**src/rtl/mbs_pkg.sv**
```systemverilog
package mbs_pkg;

    localparam int KIND_W = 3;

    typedef enum logic [KIND_W-1:0] {
        KIND_FETCH = 3'd0,
        KIND_MRD   = 3'd1,
        KIND_MWR   = 3'd2,
        KIND_IORD  = 3'd3,
        KIND_IOWR  = 3'd4
    } bus_kind_e;

    // Per-cycle pin attributes derived from the kind code
    typedef struct packed {
        logic legal;
        logic io_m;
        logic s1;
        logic s0;
        logic is_rd;
        logic is_wr;
    } kind_attr_t;

endpackage

```
**src/rtl/mbs_kind_decode.sv**
```systemverilog
module mbs_kind_decode
    import mbs_pkg::*;
#(
    parameter int SHORT_T = 3,
    parameter int FETCH_T = 4,
    parameter int LONG_T  = 6,
    parameter int TW      = 3
) (
    input  logic [KIND_W-1:0] kind,
    input  logic              long_req,
    output kind_attr_t        attr,
    output logic [TW-1:0]     last_t
);

    always_comb begin
        attr   = '0;
        last_t = TW'(SHORT_T);
        case (kind)
            KIND_FETCH: begin
                attr   = '{legal: 1'b1, io_m: 1'b0, s1: 1'b1, s0: 1'b1, is_rd: 1'b1, is_wr: 1'b0};
                last_t = long_req ? TW'(LONG_T) : TW'(FETCH_T);
            end
            KIND_MRD:  attr = '{legal: 1'b1, io_m: 1'b0, s1: 1'b1, s0: 1'b0, is_rd: 1'b1, is_wr: 1'b0};
            KIND_MWR:  attr = '{legal: 1'b1, io_m: 1'b0, s1: 1'b0, s0: 1'b1, is_rd: 1'b0, is_wr: 1'b1};
            KIND_IORD: attr = '{legal: 1'b1, io_m: 1'b1, s1: 1'b1, s0: 1'b0, is_rd: 1'b1, is_wr: 1'b0};
            KIND_IOWR: attr = '{legal: 1'b1, io_m: 1'b1, s1: 1'b0, s0: 1'b1, is_rd: 1'b0, is_wr: 1'b1};
            default:   attr = '0;
        endcase
    end

endmodule

```
**src/rtl/mbs_tstate_ctrl.sv**
```systemverilog
module mbs_tstate_ctrl
    import mbs_pkg::*;
#(
    parameter int ADDR_W   = 16,
    parameter int DATA_W   = 8,
    parameter int TW       = 3,
    parameter int SAMPLE_T = 3
) (
    input  logic              clk,
    input  logic              rst_n,
    input  logic              req_valid,
    input  kind_attr_t        attr_in,
    input  logic [TW-1:0]     last_in,
    input  logic [ADDR_W-1:0] req_addr,
    input  logic [DATA_W-1:0] req_wdata,
    input  logic [DATA_W-1:0] ad_in,
    output logic              busy,
    output logic [TW-1:0]     tcnt,
    output logic [TW-1:0]     last_t,
    output logic              st_io_m,
    output logic              st_s1,
    output logic              st_s0,
    output logic              st_rd,
    output logic              st_wr,
    output logic [ADDR_W-1:0] addr_q,
    output logic [DATA_W-1:0] wdata_q,
    output logic [DATA_W-1:0] rdata_q
);

    typedef struct packed {
        logic              busy;
        logic [TW-1:0]     tcnt;
        logic [TW-1:0]     last;
        logic              io_m;
        logic              s1;
        logic              s0;
        logic              rd;
        logic              wr;
        logic [ADDR_W-1:0] addr;
        logic [DATA_W-1:0] wdata;
        logic [DATA_W-1:0] rdata;
    } ctrl_t;

    ctrl_t st_d, st_q;

    always_comb begin
        st_d = st_q;
        if (!st_q.busy) begin
            if (req_valid && attr_in.legal) begin
                st_d.busy  = 1'b1;
                st_d.tcnt  = TW'(1);
                st_d.last  = last_in;
                st_d.io_m  = attr_in.io_m;
                st_d.s1    = attr_in.s1;
                st_d.s0    = attr_in.s0;
                st_d.rd    = attr_in.is_rd;
                st_d.wr    = attr_in.is_wr;
                st_d.addr  = req_addr;
                st_d.wdata = req_wdata;
            end
        end else begin
            if (st_q.rd && st_q.tcnt == TW'(SAMPLE_T)) begin
                st_d.rdata = ad_in;
            end
            if (st_q.tcnt == st_q.last) begin
                st_d.busy = 1'b0;
                st_d.tcnt = '0;
                st_d.io_m = 1'b0;
                st_d.s1   = 1'b0;
                st_d.s0   = 1'b0;
                st_d.rd   = 1'b0;
                st_d.wr   = 1'b0;
            end else begin
                st_d.tcnt = st_q.tcnt + TW'(1);
            end
        end
    end

    always_ff @(posedge clk or negedge rst_n) begin
        if (!rst_n) begin
            st_q <= '0;
        end else begin
            st_q <= st_d;
        end
    end

    assign busy    = st_q.busy;
    assign tcnt    = st_q.tcnt;
    assign last_t  = st_q.last;
    assign st_io_m = st_q.io_m;
    assign st_s1   = st_q.s1;
    assign st_s0   = st_q.s0;
    assign st_rd   = st_q.rd;
    assign st_wr   = st_q.wr;
    assign addr_q  = st_q.addr;
    assign wdata_q = st_q.wdata;
    assign rdata_q = st_q.rdata;

endmodule

```
**src/rtl/mbs_pin_drive.sv**
```systemverilog
module mbs_pin_drive #(
    parameter int ADDR_W      = 16,
    parameter int DATA_W      = 8,
    parameter int TW          = 3,
    parameter int STROBE_FIRST = 2,
    parameter int STROBE_LAST  = 3
) (
    input  logic              busy,
    input  logic [TW-1:0]     tcnt,
    input  logic [TW-1:0]     last_t,
    input  logic              st_io_m,
    input  logic              st_s1,
    input  logic              st_s0,
    input  logic              st_rd,
    input  logic              st_wr,
    input  logic [ADDR_W-1:0] addr_q,
    input  logic [DATA_W-1:0] wdata_q,
    input  logic [DATA_W-1:0] rdata_q,
    input  logic [DATA_W-1:0] ad_in,
    output logic [ADDR_W-DATA_W-1:0] addr_hi,
    output logic [DATA_W-1:0] ad_out,
    output logic              ad_oe,
    output logic              ale,
    output logic              rd_n,
    output logic              wr_n,
    output logic              io_m,
    output logic              s1,
    output logic              s0,
    output logic [DATA_W-1:0] rdata,
    output logic              done
);

    logic in_t1;
    logic in_strobe;
    logic in_sample;

    always_comb begin
        in_t1     = busy && (tcnt == TW'(1));
        in_strobe = busy && (tcnt >= TW'(STROBE_FIRST)) && (tcnt <= TW'(STROBE_LAST));
        in_sample = busy && st_rd && (tcnt == TW'(STROBE_LAST));

        ale     = in_t1;
        rd_n    = !(in_strobe && st_rd);
        wr_n    = !(in_strobe && st_wr);
        ad_oe   = in_t1 || (in_strobe && st_wr);
        if (in_t1) begin
            ad_out = addr_q[DATA_W-1:0];
        end else if (in_strobe && st_wr) begin
            ad_out = wdata_q;
        end else begin
            ad_out = '0;
        end
        addr_hi = busy ? addr_q[ADDR_W-1:DATA_W] : '0;
        io_m    = busy && st_io_m;
        s1      = busy && st_s1;
        s0      = busy && st_s0;
        done    = busy && (tcnt == last_t);
        rdata   = in_sample ? ad_in : rdata_q;
    end

endmodule

```
**src/rtl/mbs_sequencer.sv**
```systemverilog
module mbs_sequencer
    import mbs_pkg::*;
#(
    parameter int ADDR_W  = 16,
    parameter int DATA_W  = 8,
    parameter int SHORT_T = 3,
    parameter int FETCH_T = 4,
    parameter int LONG_T  = 6
) (
    input  logic                     clk,
    input  logic                     rst_n,
    input  logic                     req_valid,
    input  logic [KIND_W-1:0]        req_kind,
    input  logic                     req_long,
    input  logic [ADDR_W-1:0]        req_addr,
    input  logic [DATA_W-1:0]        req_wdata,
    output logic                     req_ready,
    output logic [ADDR_W-DATA_W-1:0] addr_hi,
    output logic [DATA_W-1:0]        ad_out,
    output logic                     ad_oe,
    input  logic [DATA_W-1:0]        ad_in,
    output logic                     ale,
    output logic                     rd_n,
    output logic                     wr_n,
    output logic                     io_m,
    output logic                     s1,
    output logic                     s0,
    output logic [DATA_W-1:0]        rdata,
    output logic                     done
);

    localparam int TW       = $clog2(LONG_T + 1);
    localparam int STRB_LO  = 2;
    localparam int STRB_HI  = SHORT_T;

    kind_attr_t        attr;
    logic [TW-1:0]     last_in;
    logic              busy;
    logic [TW-1:0]     tcnt;
    logic [TW-1:0]     last_t;
    logic              st_io_m, st_s1, st_s0, st_rd, st_wr;
    logic [ADDR_W-1:0] addr_q;
    logic [DATA_W-1:0] wdata_q;
    logic [DATA_W-1:0] rdata_q;

    mbs_kind_decode #(
        .SHORT_T (SHORT_T),
        .FETCH_T (FETCH_T),
        .LONG_T  (LONG_T),
        .TW      (TW)
    ) u_dec (
        .kind     (req_kind),
        .long_req (req_long),
        .attr     (attr),
        .last_t   (last_in)
    );

    mbs_tstate_ctrl #(
        .ADDR_W   (ADDR_W),
        .DATA_W   (DATA_W),
        .TW       (TW),
        .SAMPLE_T (STRB_HI)
    ) u_ctrl (
        .clk       (clk),
        .rst_n     (rst_n),
        .req_valid (req_valid),
        .attr_in   (attr),
        .last_in   (last_in),
        .req_addr  (req_addr),
        .req_wdata (req_wdata),
        .ad_in     (ad_in),
        .busy      (busy),
        .tcnt      (tcnt),
        .last_t    (last_t),
        .st_io_m   (st_io_m),
        .st_s1     (st_s1),
        .st_s0     (st_s0),
        .st_rd     (st_rd),
        .st_wr     (st_wr),
        .addr_q    (addr_q),
        .wdata_q   (wdata_q),
        .rdata_q   (rdata_q)
    );

    mbs_pin_drive #(
        .ADDR_W       (ADDR_W),
        .DATA_W       (DATA_W),
        .TW           (TW),
        .STROBE_FIRST (STRB_LO),
        .STROBE_LAST  (STRB_HI)
    ) u_pins (
        .busy    (busy),
        .tcnt    (tcnt),
        .last_t  (last_t),
        .st_io_m (st_io_m),
        .st_s1   (st_s1),
        .st_s0   (st_s0),
        .st_rd   (st_rd),
        .st_wr   (st_wr),
        .addr_q  (addr_q),
        .wdata_q (wdata_q),
        .rdata_q (rdata_q),
        .ad_in   (ad_in),
        .addr_hi (addr_hi),
        .ad_out  (ad_out),
        .ad_oe   (ad_oe),
        .ale     (ale),
        .rd_n    (rd_n),
        .wr_n    (wr_n),
        .io_m    (io_m),
        .s1      (s1),
        .s0      (s0),
        .rdata   (rdata),
        .done    (done)
    );

    assign req_ready = !busy;

endmodule

```
**config.mk**
```make
export PLATFORM = sky130hd
export DESIGN_NAME = mbs_sequencer
export DESIGN_NICKNAME = d
export VERILOG_FILES = /design/src/rtl/mbs_pkg.sv /design/src/rtl/mbs_kind_decode.sv /design/src/rtl/mbs_tstate_ctrl.sv /design/src/rtl/mbs_pin_drive.sv /design/src/rtl/mbs_sequencer.sv
export SDC_FILE = /design/constraint.sdc
export NUM_CORES = 1
export LEC_CHECK = 0
export BUFFER_PORTS_ARGS = -buffer_cell sky130_fd_sc_hd__buf_4
export CORE_ASPECT_RATIO = 0.75
export CORE_MARGIN = 4
export CORE_UTILIZATION = 54
export DETAILED_ROUTE_END_ITERATION = 10
export PLACE_DENSITY = 0.91
export SYNTH_ARGS = -nofsm -noshare
export SYNTH_HDL_FRONTEND = slang
export SYNTH_SLANG_ARGS = --single-unit
```
**constraint.sdc**
```tcl
create_clock -name clk -period 4.9 [get_ports clk]
set_input_delay 0.245 -clock clk [delete_from_list [all_inputs] [get_ports clk]]
set_output_delay 0.245 -clock clk [all_outputs]
set_load 0.01 [all_outputs]
```
==> run metrics, run 1 <==
status completed; Max Clock Freq 435.4 MHz; All-Layer GR Usage 19.59%; CP startpoint kind register; ratio of cells with drive above 1 in the final layout 50.83%; hpwl dp 3.402 mm; # diodes 0; critical setup path kind reg -> out; Longest Clk Path Bufs 2; Post-synth EDFFs 0; sequential share of the synthesized area 50.80%; Power Internal 1.156 mW; Area growth syn-to-layout 31.96%; HP Class in -> reg; xor and xnor area share after synthesis 1.654%; Die Y 62.24 um; DRC viols 0; initial antenna violation count 0; Slowest-stage cell, CP o2111ai_2; Die ar. 4999 um^2; CTS clk-pin slew, worst paths 0.08 ns; worst-skew pair later-pin latency 0.29 ns; Gate Count Post-Synth 165; via count 1539; setup TNS 0 ns; Synth area leader dfrtp_1; Clock power frac 16.0%; pin count of the biggest net entering global routing 44; CTS tree yes; Yosys warning total 0; Sw Share 34.71%; CP endpoint kind primary output; wire per inst 16.23 um; crit-path max FO 10; largest family of logic cells by synthesized area multiplexers; total power 1.771 mW; Seq pwr share 36.9%; Synth Flop Type dfrtp_1; Adder-Cell Fraction of Synth Area 2.363%; Slew Limit Fails 0; clk_skew 0.006807 ns; first-pass GRT wire length 7.624 mm; nets@finish 282; number of fill cells 269; Finished Core Util 75.37%; initial core utilization 57.12%; fin crit share 46.87%; post_cts resized 0; final instance area 2795 um^2; post-synthesis compound-gate area fraction 10.10%; syn_nets 208; Critical Path AT 2.05 ns; CP max stage delay 0.52 ns; Ports 72; Die Width 80.32 um; crit-path cells ha_1 -> ha_1 -> o2111ai_2 -> o2bb2ai_1 -> buf_4; vias in the first global route 1639; flops & latches, synth 43; Peak VDD IR 392.8 uV; Post-Syn Area 2118 um^2; Iter 0 DRT Violations 63; Mapped Avg Cell Area 12.84 um^2; CTS HTree Levels 2; clock root buffer clkbuf_8; Post-Synth Simple-Gate Area 9.923%; most common cell after layout, fill and taps aside buf_4; commonest non-fill, non-tap cells in the layout buf_4, dfrtp_1, mux2_2; Setup-failing EPs final 0; pin slew with the least headroom to its limit 0.5882 ns; Slew headroom 60.79%; leak pwr 1.334 nW; RD Place Congestion 0.8069; async set-or-reset flop fraction in the synthesized netlist 100.0%; Distinct cells, synth 34; TritonCTS Buffers 5; multiplexer area fraction after synthesis 21.26%; top cell type's share of synthesized area 50.80%; Post-DRT Antenna Nets 0; core box area 3709 um^2; Fin. Hold Viols 0; vias per inst 5.271; row count 19; TritonRoute pass-1 iters 4; Max Cap Viol 0; TritonCTS Sinks 43; WL final 4.738 mm; Data required, critical path 4.66 ns; power per cell area 633.6 nW/um^2; PortBufs 71; Critical Path Most Common Cell ha_1; most area-consuming cells after synthesis dfrtp_1, mux2_2, mux2_1; RSZ-0062 raised after global routing no; power share of the combinational group 47.2%; switching pwr 0.6147 mW; Overflow after GRT 0; Final min period 2.297 ns; area post-placement 2668 um^2
[cell usage after synthesis (all sizes together), types with 2 or more instances]
master and n:
dfrtp 43, mux2 40, and2 11, nand2 11
inv 8, o2bb2ai 8, buf 4, ha 4
xnor2 4, a211oi 3, a21oi 3, nor2 3
o21ai 3, a31o 2, a32o 2, nand3 2
o21a 2
[final cells by class]
type / instances / area (um^2) / share of cell area [%]
sequential: 43 / 1076 / 38.50
multi-input combinational: 108 / 959.7 / 34.33
timing repair buffer: 72 / 543.0 / 19.43
clock buffer: 6 / 82.58 / 2.954
tap: 52 / 65.06 / 2.328
clock inverter: 2 / 35.03 / 1.253
inverter: 9 / 33.78 / 1.209
[through the flow]
stage,setup WS (ns),std cells,hold WS [ns]
2_1_floorplan,3.202,165,-0.05059
4_1_cts,2.636,292,0.1566
5_1_grt,2.505,292,0.1506
3_3_place_gp,3.049,283,0.2655
3_5_place_dp,2.976,283,0.2643
6_report,2.603,292,0.1631
[what timing repair did]
| action | CTS | global route |
|---|---|---|
| buffers inserted | 0 | 0 |
| hold buffers | 1 | 0 |
| endpoints found under the hold margin | 43 | 0 |
[critical path: cells and delay by family (launching register included)]
kind,cells,cell delay (ns)
fa+ha+maj,2,0.45
flops,1,0.46
compound gates,2,0.66
buf+inv,1,0.17
[worst paths after layout]
path	startpoint	to	slack, ns	depth (start not counted)
max in group asynchronous	rst_n	u_ctrl.addr_q[11]	4.06	2
worst min-delay path	req_addr[8]	u_ctrl.addr_q[8]	0.16	2
worst min register to register	u_ctrl.addr_q[9]	u_ctrl.addr_q[9]	0.48	1
worst max-delay path	u_ctrl.tcnt[1]	ad_out[5]	2.60	5
min in group asynchronous	rst_n	u_ctrl.st_s0	0.46	2
worst max register to register	u_ctrl.busy	u_ctrl.wdata_q[2]	3.13	3
[state kept, by name, summed over array words and instances, names as in the netlist]
register,cells
u_ctrl.addr_q,16
u_ctrl.rdata_q,8
u_ctrl.wdata_q,8
u_ctrl.last_t,3
u_ctrl.tcnt,3
u_ctrl.busy,1
u_ctrl.st_io_m,1
u_ctrl.st_rd,1
u_ctrl.st_s0,1
u_ctrl.st_wr,1
[metal layers]
metal | share of wire (%) | track usage (%)
met1 | 43 | 25.02
met2 | 46 | 31.20
met3 | 9.4 | 7.225
met4 | 1.1 | 5.485
met5 | 0 | 0
[logic make-up after synthesis]
group                    count (synthesis)
AO/OA/AOI/OAI                           27
XOR/XNOR                                 4
adder cells (fa/ha/maj)                  4
buffers and inverters                   14
flip-flops                              43
multiplexers                            40
AND/OR/NAND/NOR                         33
[power groups by stage]
stage | Sequential, mW | Clock [mW] | Combinational (mW)
finish | 0.653 | 0.283 | 0.836
global placement | 0.648 | 0 | 0.813
floorplan | 0.606 | 0 | 0.544
CTS | 0.654 | 0.288 | 0.845
detailed placement | 0.656 | 0 | 0.838
global route | 0.678 | 0.305 | 0.914
No activity file was read; power rests on OpenSTA's default activity.
==> run 2, diff against run 1 <==
--- a/config.mk
+++ b/config.mk
@@ -8,9 +8,9 @@
 export BUFFER_PORTS_ARGS = -buffer_cell sky130_fd_sc_hd__buf_4
 export CORE_ASPECT_RATIO = 0.75
 export CORE_MARGIN = 4
-export CORE_UTILIZATION = 54
+export CORE_UTILIZATION = 45
 export DETAILED_ROUTE_END_ITERATION = 10
-export PLACE_DENSITY = 0.91
+export PLACE_DENSITY = 0.82
 export SYNTH_ARGS = -nofsm -noshare
 export SYNTH_HDL_FRONTEND = slang
 export SYNTH_SLANG_ARGS = --single-unit
==> constraint.sdc (replaced) <==
create_clock -name clk -period 1.9 [get_ports clk]
set_input_delay 0.095 -clock clk [delete_from_list [all_inputs] [get_ports clk]]
set_output_delay 0.095 -clock clk [all_outputs]
set_load 0.01 [all_outputs]
==> run metrics, run 2 (synthesized netlist as in run 1, its figures left out) <==
# diodes 0 (unchanged); clk_skew 0.005230 ns (-0.001577 ns); most common cell after layout, fill and taps aside buf_4; Setup-failing EPs final 0 (unchanged); pin slew with the least headroom to its limit 0.5446 ns (-0.04362 ns); commonest non-fill, non-tap cells in the layout buf_4, dfrtp_1, mux2_2; leak pwr 1.389 nW (+4.1%); final hold slack 0.01534 ns (-0.1478 ns); Critical R2R Launch u_ctrl.busy; CP max stage delay 0.44 ns (-0.08 ns); area post-placement 2689 um^2 (+0.80%); Critical Path AT 1.77 ns (-0.28 ns); Data required, critical path 1.80 ns (-2.86 ns); Peak VDD IR 865.7 uV (+120%); WP buf/inv 1 (unchanged); number of fill cells 329 (+22%); Max Clock Freq 535.9 MHz; All-Layer GR Usage 18.59% (-1.0 points); status completed; Die Y 67.42 um (+8.3%); WL final 5.363 mm (+13%); Longest Clk Path Bufs 2 (unchanged); FF-to-FF setup slack 0.26 ns (-2.87 ns); vias in the first global route 1709 (+4.3%); TritonCTS Buffers 5 (unchanged); core box area 4493 um^2 (+21%); critical setup path kind reg -> out; crit-path cells ha_2 -> ha_4 -> o2111ai_4 -> o2bb2ai_2 -> buf_4; clock root buffer clkbuf_8; Slew Limit Fails 0 (unchanged); wire per inst 17.36 um (+7.0%); HP Class in -> reg; Slew headroom 63.69% (+2.9 points); Fin. Hold Viols 0 (unchanged); ratio of cells with drive above 1 in the final layout 60.71% (+9.9 points); TritonCTS Sinks 43 (unchanged); setup TNS 0 ns (unchanged); CTS clk-pin slew, worst paths 0.08 ns (about the same); initial core utilization 47.15% (-10 points); CP startpoint kind register; Iter 0 DRT Violations 58 (-7.9%); initial antenna violation count 0 (unchanged); max reg flops 16 (unchanged); Die Width 87.23 um (+8.6%); first-pass GRT wire length 8.328 mm (+9.2%); power per cell area 1677 nW/um^2 (+160%); Worst Setup SP u_ctrl.tcnt[0]; sequential standard cell area 1081 um^2 (+0.47%); hold path start req_addr[13]; crit-path max FO 5 (-5); vias per inst 5.350 (+1.5%); Ports 72 (unchanged); fin crit share 98.21%; TritonRoute pass-1 iters 4 (unchanged); area occupied by multi-input gates 1112 um^2 (+16%); hpwl dp 3.325 mm (-2.3%); Max Cap Viol 0 (unchanged); pin count of the biggest net entering global routing 44 (unchanged); RD Place Congestion 0.7663 (-5.0%); CP endpoint kind primary output; Area growth syn-to-layout 43.41%; Overflow after GRT 0 (unchanged); via count 1653 (+7.4%); worst-skew pair later-pin latency 0.29 ns (about the same); Finished Core Util 67.61% (-7.8 points); RSZ-0062 raised after global routing yes; CP top delay family compound AO/OA/AOI/OAI gates; DRC viols 0 (unchanged); Die ar. 5880 um^2 (+18%); CTS HTree Levels 2 (unchanged); PortBufs 71 (unchanged); final instance area 3038 um^2 (+8.7%); Final min period 1.866 ns; row count 21 (+2); CTS tree yes; total power 5.094 mW (+190%); nets@finish 295 (+4.6%); Post-DRT Antenna Nets 0 (unchanged); Slowest-stage cell, CP dfrtp_2
[run 2: routing by layer]
layer,share of wire (%),up-vias,GRT usage (%)
met3,6.9,11,5.976
met2,48,62,30.21
met4,1.4,0,4.598
met1,44,807,24.32
li1,-,773,-
met5,0,-,0
[run 2: final cells by class]
type	count	area share (%)
multi-input combinational	110	36.61
sequential	43	35.58
timing repair buffer	82	20.59
clock buffer	6	2.389
tap	57	2.348
inverter	9	1.236
clock inverter	1	0.9885
timing repair inverter	1	0.2471
[run 2: path summary, 6_finish.rpt]
| path | cells after the start | to |
|---|---|---|
| worst max-delay path | 5 | ad_out[2] |
| min in group asynchronous | 2 | u_ctrl.addr_q[13] |
| max in group asynchronous | 2 | u_ctrl.tcnt[2] |
| worst min-delay path | 2 | u_ctrl.addr_q[13] |
| worst min register to register | 1 | u_ctrl.addr_q[10] |
| worst max register to register | 3 | u_ctrl.wdata_q[1] |
[run 2: report_power, final]
part | leakage, nW | internal [mW] | total [mW] | switching (mW)
sequential | 0.506 | 1.38 | 1.72 | 0.337
combinational | 0.831 | 1.44 | 2.69 | 1.25
clock | 0.0513 | 0.385 | 0.687 | 0.301
[run 2: through the flow]
stage,worst slack (ns),instances
2_1_floorplan,0.3524,165
3_3_place_gp,0.1826,290
3_5_place_dp,0.08436,290
4_1_cts,0.003476,307
5_1_grt,-0.02666,309
6_report,0.03392,309
[run 2: timing repair]
item                                    in CTS  in global routing
pin swaps                                    3                  4
resized for setup                           11                 20
buffers inserted                             7                  0
cloned                                       2                  2
endpoints found under the setup margin      18                 17
hold endpoints to repair                    43                  0
hold buffers                                 1                  0
